<file path="config.mk">
export PLATFORM = sky130hd
export DESIGN_NAME = fir_mac_agu
export DESIGN_NICKNAME = d
export VERILOG_FILES = /design/src/rtl/fir_pkg.sv /design/src/rtl/fir_ram.sv /design/src/rtl/fir_agu.sv /design/src/rtl/fir_mac.sv /design/src/rtl/fir_mac_agu.sv
export SDC_FILE = /design/constraint.sdc
export NUM_CORES = 1
export LEC_CHECK = 0
export BUFFER_PORTS_ARGS = -buffer_cell sky130_fd_sc_hd__buf_2
export CAP_MARGIN = 20
export CORE_UTILIZATION = 45
export DETAILED_ROUTE_END_ITERATION = 10
export PLACE_DENSITY_LB_ADDON = 0.2
export SYNTH_ARGS = -nofsm -noshare
export SYNTH_HDL_FRONTEND = slang
export SYNTH_HIERARCHICAL = 1
export SYNTH_SLANG_ARGS = --single-unit
</file>
<file path="constraint.sdc">
create_clock -name clk -period 6.1 [get_ports clk]
set_input_delay 1.22 -clock clk [delete_from_list [all_inputs] [get_ports clk]]
set_output_delay 1.22 -clock clk [all_outputs]
set_load 0.01 [all_outputs]
</file>
<file path="src/rtl/fir_pkg.sv">
package fir_pkg;
  typedef enum logic [1:0] {
    ST_IDLE = 2'd0,
    ST_LOAD = 2'd1,
    ST_RUN  = 2'd2
  } fir_state_e;
endpackage

</file>
<file path="src/rtl/fir_ram.sv">
// Simple dual-port memory with registered read (block RAM friendly).
module fir_ram #(
  parameter int W     = 8,
  parameter int DEPTH = 8,
  localparam int AW   = (DEPTH > 1) ? $clog2(DEPTH) : 1
) (
  input  logic          clk,
  input  logic          we,
  input  logic [AW-1:0] waddr,
  input  logic [W-1:0]  wdata,
  input  logic [AW-1:0] raddr,
  output logic [W-1:0]  rdata
);
  logic [W-1:0] mem [DEPTH];

  always_ff @(posedge clk) begin
    if (we) mem[waddr] <= wdata;
    rdata <= mem[raddr];
  end
endmodule

</file>
<file path="src/rtl/fir_agu.sv">
// Two modulo-TAPS address registers: coefficient walks up, samples walk down.
module fir_agu #(
  parameter int TAPS = 8,
  localparam int IW  = $clog2(TAPS)
) (
  input  logic          clk,
  input  logic          rst,
  input  logic          start,
  input  logic          step,
  input  logic [IW-1:0] base,
  output logic [IW-1:0] coef_addr,
  output logic [IW-1:0] samp_addr
);
  localparam logic [IW-1:0] LAST = IW'(TAPS - 1);

  function automatic logic [IW-1:0] mod_inc(input logic [IW-1:0] a);
    return (a == LAST) ? '0 : a + 1'b1;
  endfunction

  function automatic logic [IW-1:0] mod_dec(input logic [IW-1:0] a);
    return (a == '0) ? LAST : a - 1'b1;
  endfunction

  always_ff @(posedge clk) begin
    if (rst) begin
      coef_addr <= '0;
      samp_addr <= '0;
    end else if (start) begin
      coef_addr <= mod_inc('0);
      samp_addr <= mod_dec(base);
    end else if (step) begin
      coef_addr <= mod_inc(coef_addr);
      samp_addr <= mod_dec(samp_addr);
    end
  end
endmodule

</file>
<file path="src/rtl/fir_mac.sv">
// Accumulator with guard bits; clamps only the final sum.
module fir_mac #(
  parameter int TAPS = 8,
  parameter int DW   = 8,
  parameter int CW   = 8,
  parameter int OW   = 16,
  localparam int PW  = DW + CW,
  localparam int AW  = PW + $clog2(TAPS)
) (
  input  logic                 clk,
  input  logic                 rst,
  input  logic                 clr,
  input  logic                 en,
  input  logic                 last,
  input  logic signed [DW-1:0] mx,
  input  logic signed [CW-1:0] my,
  output logic                 y_valid,
  output logic [OW-1:0]        y_data
);
  logic signed [PW-1:0] prod;
  logic signed [AW-1:0] acc;
  logic signed [AW-1:0] sum;
  logic [OW-1:0]        y_sat;

  assign prod = mx * my;
  assign sum  = acc + {{(AW-PW){prod[PW-1]}}, prod};

  generate
    if (AW > OW) begin : g_clamp
      localparam logic signed [AW-1:0] OMAX = {{(AW-OW+1){1'b0}}, {(OW-1){1'b1}}};
      localparam logic signed [AW-1:0] OMIN = {{(AW-OW+1){1'b1}}, {(OW-1){1'b0}}};
      always_comb begin
        if (sum > OMAX)      y_sat = {1'b0, {(OW-1){1'b1}}};
        else if (sum < OMIN) y_sat = {1'b1, {(OW-1){1'b0}}};
        else                 y_sat = sum[OW-1:0];
      end
    end else begin : g_extend
      assign y_sat = OW'(sum);
    end
  endgenerate

  always_ff @(posedge clk) begin
    if (rst) begin
      acc     <= '0;
      y_valid <= 1'b0;
      y_data  <= '0;
    end else begin
      y_valid <= 1'b0;
      if (clr) begin
        acc <= '0;
      end else if (en) begin
        acc <= sum;
        if (last) begin
          y_data  <= y_sat;
          y_valid <= 1'b1;
        end
      end
    end
  end
endmodule

</file>
<file path="src/rtl/fir_mac_agu.sv">
module fir_mac_agu #(
  parameter int TAPS = 8,
  parameter int DW   = 8,
  parameter int CW   = 8,
  parameter int OW   = 16,
  localparam int IW  = $clog2(TAPS)
) (
  input  logic          clk,
  input  logic          rst,
  input  logic          coef_we,
  input  logic [IW-1:0] coef_addr,
  input  logic [CW-1:0] coef_data,
  input  logic          s_valid,
  output logic          s_ready,
  input  logic [DW-1:0] s_data,
  output logic          y_valid,
  output logic [OW-1:0] y_data
);
  import fir_pkg::*;

  localparam logic [IW-1:0] LAST = IW'(TAPS - 1);

  fir_state_e    state;
  logic [IW-1:0] wr_ptr;
  logic [IW-1:0] head;
  logic [IW-1:0] step_cnt;
  logic [IW-1:0] agu_coef;
  logic [IW-1:0] agu_samp;
  logic [IW-1:0] x_raddr;
  logic [IW-1:0] c_raddr;
  logic [DW-1:0] x_rd;
  logic [CW-1:0] c_rd;
  logic          take;
  logic          in_load;
  logic          in_run;
  logic          last_step;

  assign s_ready   = (state == ST_IDLE);
  assign take      = s_valid && s_ready;
  assign in_load   = (state == ST_LOAD);
  assign in_run    = (state == ST_RUN);
  assign last_step = in_run && (step_cnt == LAST);
  assign x_raddr   = in_load ? head : agu_samp;
  assign c_raddr   = in_load ? '0   : agu_coef;

  always_ff @(posedge clk) begin
    if (rst) begin
      state    <= ST_IDLE;
      wr_ptr   <= '0;
      head     <= '0;
      step_cnt <= '0;
    end else begin
      unique case (state)
        ST_IDLE: if (take) begin
          head   <= wr_ptr;
          wr_ptr <= (wr_ptr == LAST) ? '0 : wr_ptr + 1'b1;
          state  <= ST_LOAD;
        end
        ST_LOAD: begin
          step_cnt <= '0;
          state    <= ST_RUN;
        end
        ST_RUN: begin
          step_cnt <= step_cnt + 1'b1;
          if (step_cnt == LAST) state <= ST_IDLE;
        end
        default: state <= ST_IDLE;
      endcase
    end
  end

  fir_ram #(.W(DW), .DEPTH(TAPS)) u_samples (
    .clk  (clk),
    .we   (take),
    .waddr(wr_ptr),
    .wdata(s_data),
    .raddr(x_raddr),
    .rdata(x_rd)
  );

  fir_ram #(.W(CW), .DEPTH(TAPS)) u_coefs (
    .clk  (clk),
    .we   (coef_we),
    .waddr(coef_addr),
    .wdata(coef_data),
    .raddr(c_raddr),
    .rdata(c_rd)
  );

  fir_agu #(.TAPS(TAPS)) u_agu (
    .clk      (clk),
    .rst      (rst),
    .start    (in_load),
    .step     (in_run),
    .base     (head),
    .coef_addr(agu_coef),
    .samp_addr(agu_samp)
  );

  fir_mac #(.TAPS(TAPS), .DW(DW), .CW(CW), .OW(OW)) u_mac (
    .clk    (clk),
    .rst    (rst),
    .clr    (in_load),
    .en     (in_run),
    .last   (last_step),
    .mx     ($signed(x_rd)),
    .my     ($signed(c_rd)),
    .y_valid(y_valid),
    .y_data (y_data)
  );
endmodule

</file>
==> Yosys cells after proc, flatten, opt, wreduce, memory -nomap -nowiden <==
Memories as Yosys holds them, arrays and structs flattened. A register that Yosys moved wholly into a read port is not among the register bits.
Index checks and enable logic that the tools add are counted.
{ "word_totals": {"mem_bits_ro": 0, "wordCells": 62, "out_inout_bits": 18, "input_bits": 23, "memories": 2, "ram_bits": 128, "regBits": 53, "latch_bits": 0} }
{ "classes": {"n_shift": 0, "n_lt_le_gt_ge": 2, "n_mul": 1, "muxes": 21, "eq_ne": 7, "bitwise_logic": 2, "div_mod_pow": 0, "n_reduce_logical": 11, "n_addsub": 6} }
{ "memory_table": {"columns": ["memory", "words", "word_bits", "rd", "rd_ports_with_merged_regs", "wr", "line_no", "rtl"], "rows": [
  ["u_coefs.mem", 8, 8, 1, 1, 1, "fir_ram.sv:14", "logic [W-1:0] mem [DEPTH];"],
  ["u_samples.mem", 8, 8, 1, 1, 1, "fir_ram.sv:14", null]
]} }
{ "op_table": {"columns": ["cell", "n"], "rows": [
  ["$mux W16", 2],
  ["$mux W3", 8],
  ["$add A19 B19 Y19", 1],
  ["$gt A19 B16 Y1 const B", 1],
  ["$lt A19 B16 Y1 const B", 1],
  ["$mul A8 B8 Y16", 1],
  ["$add A3 B1 Y3 const B", 3],
  ["$eq A3 B3 Y1 const B", 3],
  ["$mux W1", 7],
  ["$logic_not A3 Y1", 2],
  ["$pmux W2 S3", 1],
  ["$pmux W3 S2", 1],
  ["$sub A3 B1 Y3 const B", 2],
  ["$mux W2", 2],
  ["$ne A2 B1 Y1 const B", 2],
  ["$reduce_and A2 Y1", 2],
  ["$reduce_and A3 Y1", 1],
  ["$reduce_or A3 Y1", 1],
  ["$eq A2 B1 Y1 const B", 1],
  ["$eq A2 B2 Y1 const B", 1],
  ["$logic_and A1 B1 Y1", 2],
  ["$logic_not A2 Y1", 1],
  ["$not A1 Y1", 2],
  ["$reduce_bool A2 Y1", 1],
  ["$reduce_or A2 Y1", 1]
]} }

==> Longest topological paths before layout <==
{ "depth": {"word_depth": 5, "mapped_depth": 29, "depth_no_buf": 28} }

==> Hierarchy <==
The synthesis kept the hierarchy.
{ "modules_own_cells": {"columns": ["module", "n_inst", "cells_each", "seq_area_each_um2", "area_per_inst_um2"], "rows": [
  ["fir_ram", 2, 114, 2082.0, 2691.3],
  ["fir_mac", 1, 554, 720.7, 4823.4],
  ["fir_mac_agu", 1, 67, 220.2, 601.8],
  ["fir_agu", 1, 40, 120.1, 376.6]
]} }

==> Least setup slack after synthesis <==
Ideal clock, no wire load.
{ "synth_path": {"path_type": "register to register", "startpoint": "reg u_coefs.rdata[7], read port of u_coefs.mem", "endpoint": "reg u_mac.y_data[10]", "path_slack_ps": -170, "required_time_ps": 5955, "path_stages_with_launch": 26, "period_less_slack_ps": 6270, "setup_ps": 145, "n_path_buf": 1, "t_arrival_ps": 6126, "cell_sequence": "dfxtp_1 nand2b_1 fa_1 fa_1 inv_1 fa_1 inv_1 fa_1 inv_1 ha_1 a21oi_1 o21bai_1 a21oi_1 o21bai_1 a21oi_1 xnor2_1 ha_1 and3_4 nand4_1 or3_4 a31o_1 a311oi_4 nand3_2 a21oi_4 buf_8 a211oi_2"} }
{ "synth_between": {"elab_chain_cells": 5, "elab_cells_between_ends": 6, "classes_between": "add/sub: 1; mul: 1; order compare: 2; mux: 2"} }
{ "synth_rtl": {"columns": ["item", "line_no", "rtl"], "rows": [
  ["from (decl)", "fir_ram.sv:12", "output logic [W-1:0] rdata"],
  ["$mul A8 B8 Y16 (*)", "fir_mac.sv:25", "assign prod = mx * my;"],
  ["$add A19 B19 Y19 (*)", "fir_mac.sv:26", "assign sum = acc + {{(AW-PW){prod[PW-1]}}, prod};"],
  ["$lt A19 B16 Y1", "fir_mac.sv:34", "else if (sum < OMIN) y_sat = {1'b1, {(OW-1){1'b0}}};"],
  ["$mux W16", "fir_mac.sv:34", null],
  ["$mux W16 (*)", "fir_mac.sv:33", "if (sum > OMAX) y_sat = {1'b0, {(OW-1){1'b1}}};"],
  ["to (signal assigned)", "fir_mac.sv:54", "y_data <= y_sat;"],
  ["to (decl)", "fir_mac.sv:18", "output logic [OW-1:0] y_data"]
]} }
Every way passes the cells marked *; elsewhere a longest branch is shown, timed or not.
A chain may end at the register's enable or synchronous reset.

==> Worst setup path after layout <==
{ "layout_path": {"startpoint": "reg u_samples.rdata[1], read port of u_samples.mem", "endpoint": "reg u_mac.y_data[1]"} }
{ "layout_between": {"elab_chain_cells": 5, "elab_cells_between_ends": 6, "classes_between": "add/sub: 1; mul: 1; order compare: 2; mux: 2"} }
{ "layout_rtl": {"columns": ["item", "line_no"], "rows": [
  ["from (decl)", "fir_ram.sv:12"],
  ["$mul A8 B8 Y16 (*)", "fir_mac.sv:25"],
  ["$add A19 B19 Y19 (*)", "fir_mac.sv:26"],
  ["$lt A19 B16 Y1", "fir_mac.sv:34"],
  ["$mux W16", "fir_mac.sv:34"],
  ["$mux W16 (*)", "fir_mac.sv:33"]
]} }
Marked as above.

==> results.sh <==
export IMPL_cp_arrival_ns=6.43
export IMPL_n_antenna_cell=0
export IMPL_outcome="complete, but fails checks"
export IMPL_drive_above_1_share=0.279
export IMPL_vias=6836
export IMPL_violations="setup timing"
export IMPL_crit_type="reg2reg"
export IMPL_relSlewSlack=0.323
export IMPL_ys_ff_latch=197
export IMPL_worstSetupEndpointType="register"
export IMPL_fin_crit_sh=1.00
export IMPL_worstMarginPinSlew_ns=1.02
export IMPL_layout_nets=1156
export IMPL_final_common_cell="edfxtp_1"
export IMPL_die_w_um=160
export IMPL_hp_class="reg2reg"
export IMPL_mostFrequentLayoutCells="128 x edfxtp_1, 103 x inv_1, 84 x buf_4"
export IMPL_grt_usage=0.183
export IMPL_grt_pass1_wl_mm=36.4
export IMPL_drtIter0Drc=233
export IMPL_synth_area_um2=11200
export IMPL_ant_nets=0
export IMPL_dpl_cell_count=1302
export IMPL_synth_edf_count=128
export IMPL_slowest_delay_ns=0.52
export IMPL_yosysWarningCount=6
export IMPL_syn_avg_cell_area_um2=12.6
export IMPL_fill_cells=2020
export IMPL_cts_buffers=17
export IMPL_grt_pass1_vias=6970
export IMPL_setup_slack_ns=-0.0157
export IMPL_dr_pass1_iters=4
export IMPL_die_area_um2=25500
export IMPL_clock_latency_ns=0.44
export IMPL_grt_setup_unrepaired="yes"
export IMPL_cp_start_kind="register"
export IMPL_synth_cell_type_count=70
export IMPL_yosys_most_used_dff="edfxtp_1"
export IMPL_fmax_mhz=164
export IMPL_post_route_min_period_ns=6.12
export IMPL_avgViaCountPerCell=5.05
export IMPL_clock_root_buffer="clkbuf_16"
export IMPL_io_pins=41
export IMPL_setup_violations=2
export IMPL_cts_tree="built"
export IMPL_holdBufCountCts=0
export IMPL_grt_max_degree=41
export IMPL_dp_hpwl_mm=15.7
export IMPL_cp_data_required_time_ns=6.41
export IMPL_reg2reg_slack_ns=-0.02
export IMPL_slowest_stage="fa_1"
export IMPL_ys_seq_area_frac=0.467
export IMPL_coreArea_um2=24300
export IMPL_layout_cells_non_filler=1354
export IMPL_syn_nets=1028
export IMPL_slew_violations=0
export IMPL_rows=57
export IMPL_grt_remaining_overflow=0
export IMPL_clockBufferDepth=2
export IMPL_start_util=0.460
export IMPL_io_buffers=40
export IMPL_h_tree_depth=4
export IMPL_drc_errors=0
export IMPL_wl_per_cell_um=16.3
export IMPL_die_h_um=160
export IMPL_synth_async_sr_flop_share=0
export IMPL_antenna_found_initial=0
export IMPL_path_max_fanout=8
export IMPL_maxCapViolations=0
export IMPL_cts_reportedPaths_clkPinSlew_ns=0.09
export IMPL_gp_congestion=0.866
export IMPL_worst_path_buf_inv=7
export IMPL_finalHoldViolCount=0
export IMPL_clock_sinks=197
export IMPL_clock_skew_ns=0.0168
export IMPL_wl_mm=22.1
export IMPL_synthCells=889
export IMPL_crit_family="adder cells"
export IMPL_area_growth_pct=19.9
registers in the layout (all words and copies together) (netlist names), 3 cells and up:
register	flops
u_coefs/mem	64
u_samples/mem	64
u_mac/acc	19
u_mac/y_data	16
u_coefs/rdata	8
u_samples/rdata	8
head	3
step_cnt	3
u_agu/coef_addr	3
u_agu/samp_addr	3
wr_ptr	3
through the flow:
stage	TNS [ns]	hold slack, ns	instance area, um2	util	setup slack [ns]
floorplan	0	0.447	11200	-	0.00454
global placement	-5.40	0.458	12200	0.502	-0.400
detailed placement	-8.22	0.471	12200	0.502	-0.613
CTS	-0.434	0.482	13300	0.546	-0.0594
global route	-4.68	0.502	13400	0.551	-0.302
finish	-0.0165	0.479	13400	0.551	-0.0157
metal layers:
layer / vias to the layer above / wire length (um) / GRT usage
met5: - / 0 / 0
met4: 0 / 347 / 0.0538
met3: 21 / 349 / 0.0273
met2: 70 / 11100 / 0.318
met1: 3364 / 10300 / 0.236
li1: 3381 / - / -
synth_stat cells, types with 3 or more instances:
cell type,count,area share
a21oi_1,34,0.015
o21ai_0,15,0.0067
nand3b_1,4,0.0027
dfxtp_1,69,0.12
buf_2,4,0.0018
mux2_2,17,0.017
mux2i_1,16,0.014
buf_6,4,0.0040
mux4_1,30,0.070
nor2b_1,11,0.0062
nand3_1,14,0.0063
o21bai_1,3,0.0020
nand2_1,33,0.011
clkbuf_1,11,0.0037
nand2b_1,14,0.0078
inv_1,111,0.037
a21boi_0,4,0.0027
nor3_1,13,0.0058
fa_1,56,0.10
nor2_1,66,0.022
xnor2_1,19,0.015
edfxtp_1,128,0.34
a211oi_2,11,0.012
and2_1,47,0.026
mux2_1,3,0.0030
xor2_1,7,0.0055
o211ai_1,3,0.0020
o21a_1,3,0.0020
a21o_1,8,0.0054
ha_1,60,0.067
buf_1,3,0.0010
a211oi_1,9,0.0060
o21ai_1,12,0.0054
final cells by class:
type | instances | area, um2 | share of cell area
multi-input cells | 552 | 5680 | 0.424
repair buffers | 136 | 975 | 0.0727
flip-flops and latches | 197 | 5260 | 0.392
well taps | 324 | 405 | 0.0302
clock inverters | 15 | 239 | 0.0178
clock buffers | 17 | 425 | 0.0317
inverters | 113 | 424 | 0.0316
tightest hold or removal path, delay by kind of cell, from the launching register on:
family | cells | cell delay [ns]
and+or+nand+nor | 1 | 0.06
AOI/OAI and AO/OA | 1 | 0.05
DFF | 1 | 0.33
timing repair:
action                                  CTS  global route
pin swaps                                40            41
endpoints found under the setup margin   17            18
resized for setup                        68            28
buffers inserted                         17             3
final timing paths:
kind / startpoint / endpoint / depth (start not counted)
worst max-delay path: u_samples/rdata[1] / u_mac/y_data[1] / 30
worst min-delay path: head[2] / head[2] / 2
worst max register to register: u_samples/rdata[1] / u_mac/y_data[1] / 30
worst min register to register: head[2] / head[2] / 2
cell families after synthesis:
group / Yosys count / synth area share
compound gates: 119 / 0.0753
xor+xnor: 27 / 0.0225
fa+ha+maj: 116 / 0.167
buf+inv: 140 / 0.0547
flops: 197 / 0.467
mux: 68 / 0.109
simple gates: 222 / 0.104
Power is left out: the tool's default activity adds up to more than one toggle a clock period on the data nets, which glitch-free logic cannot reach.
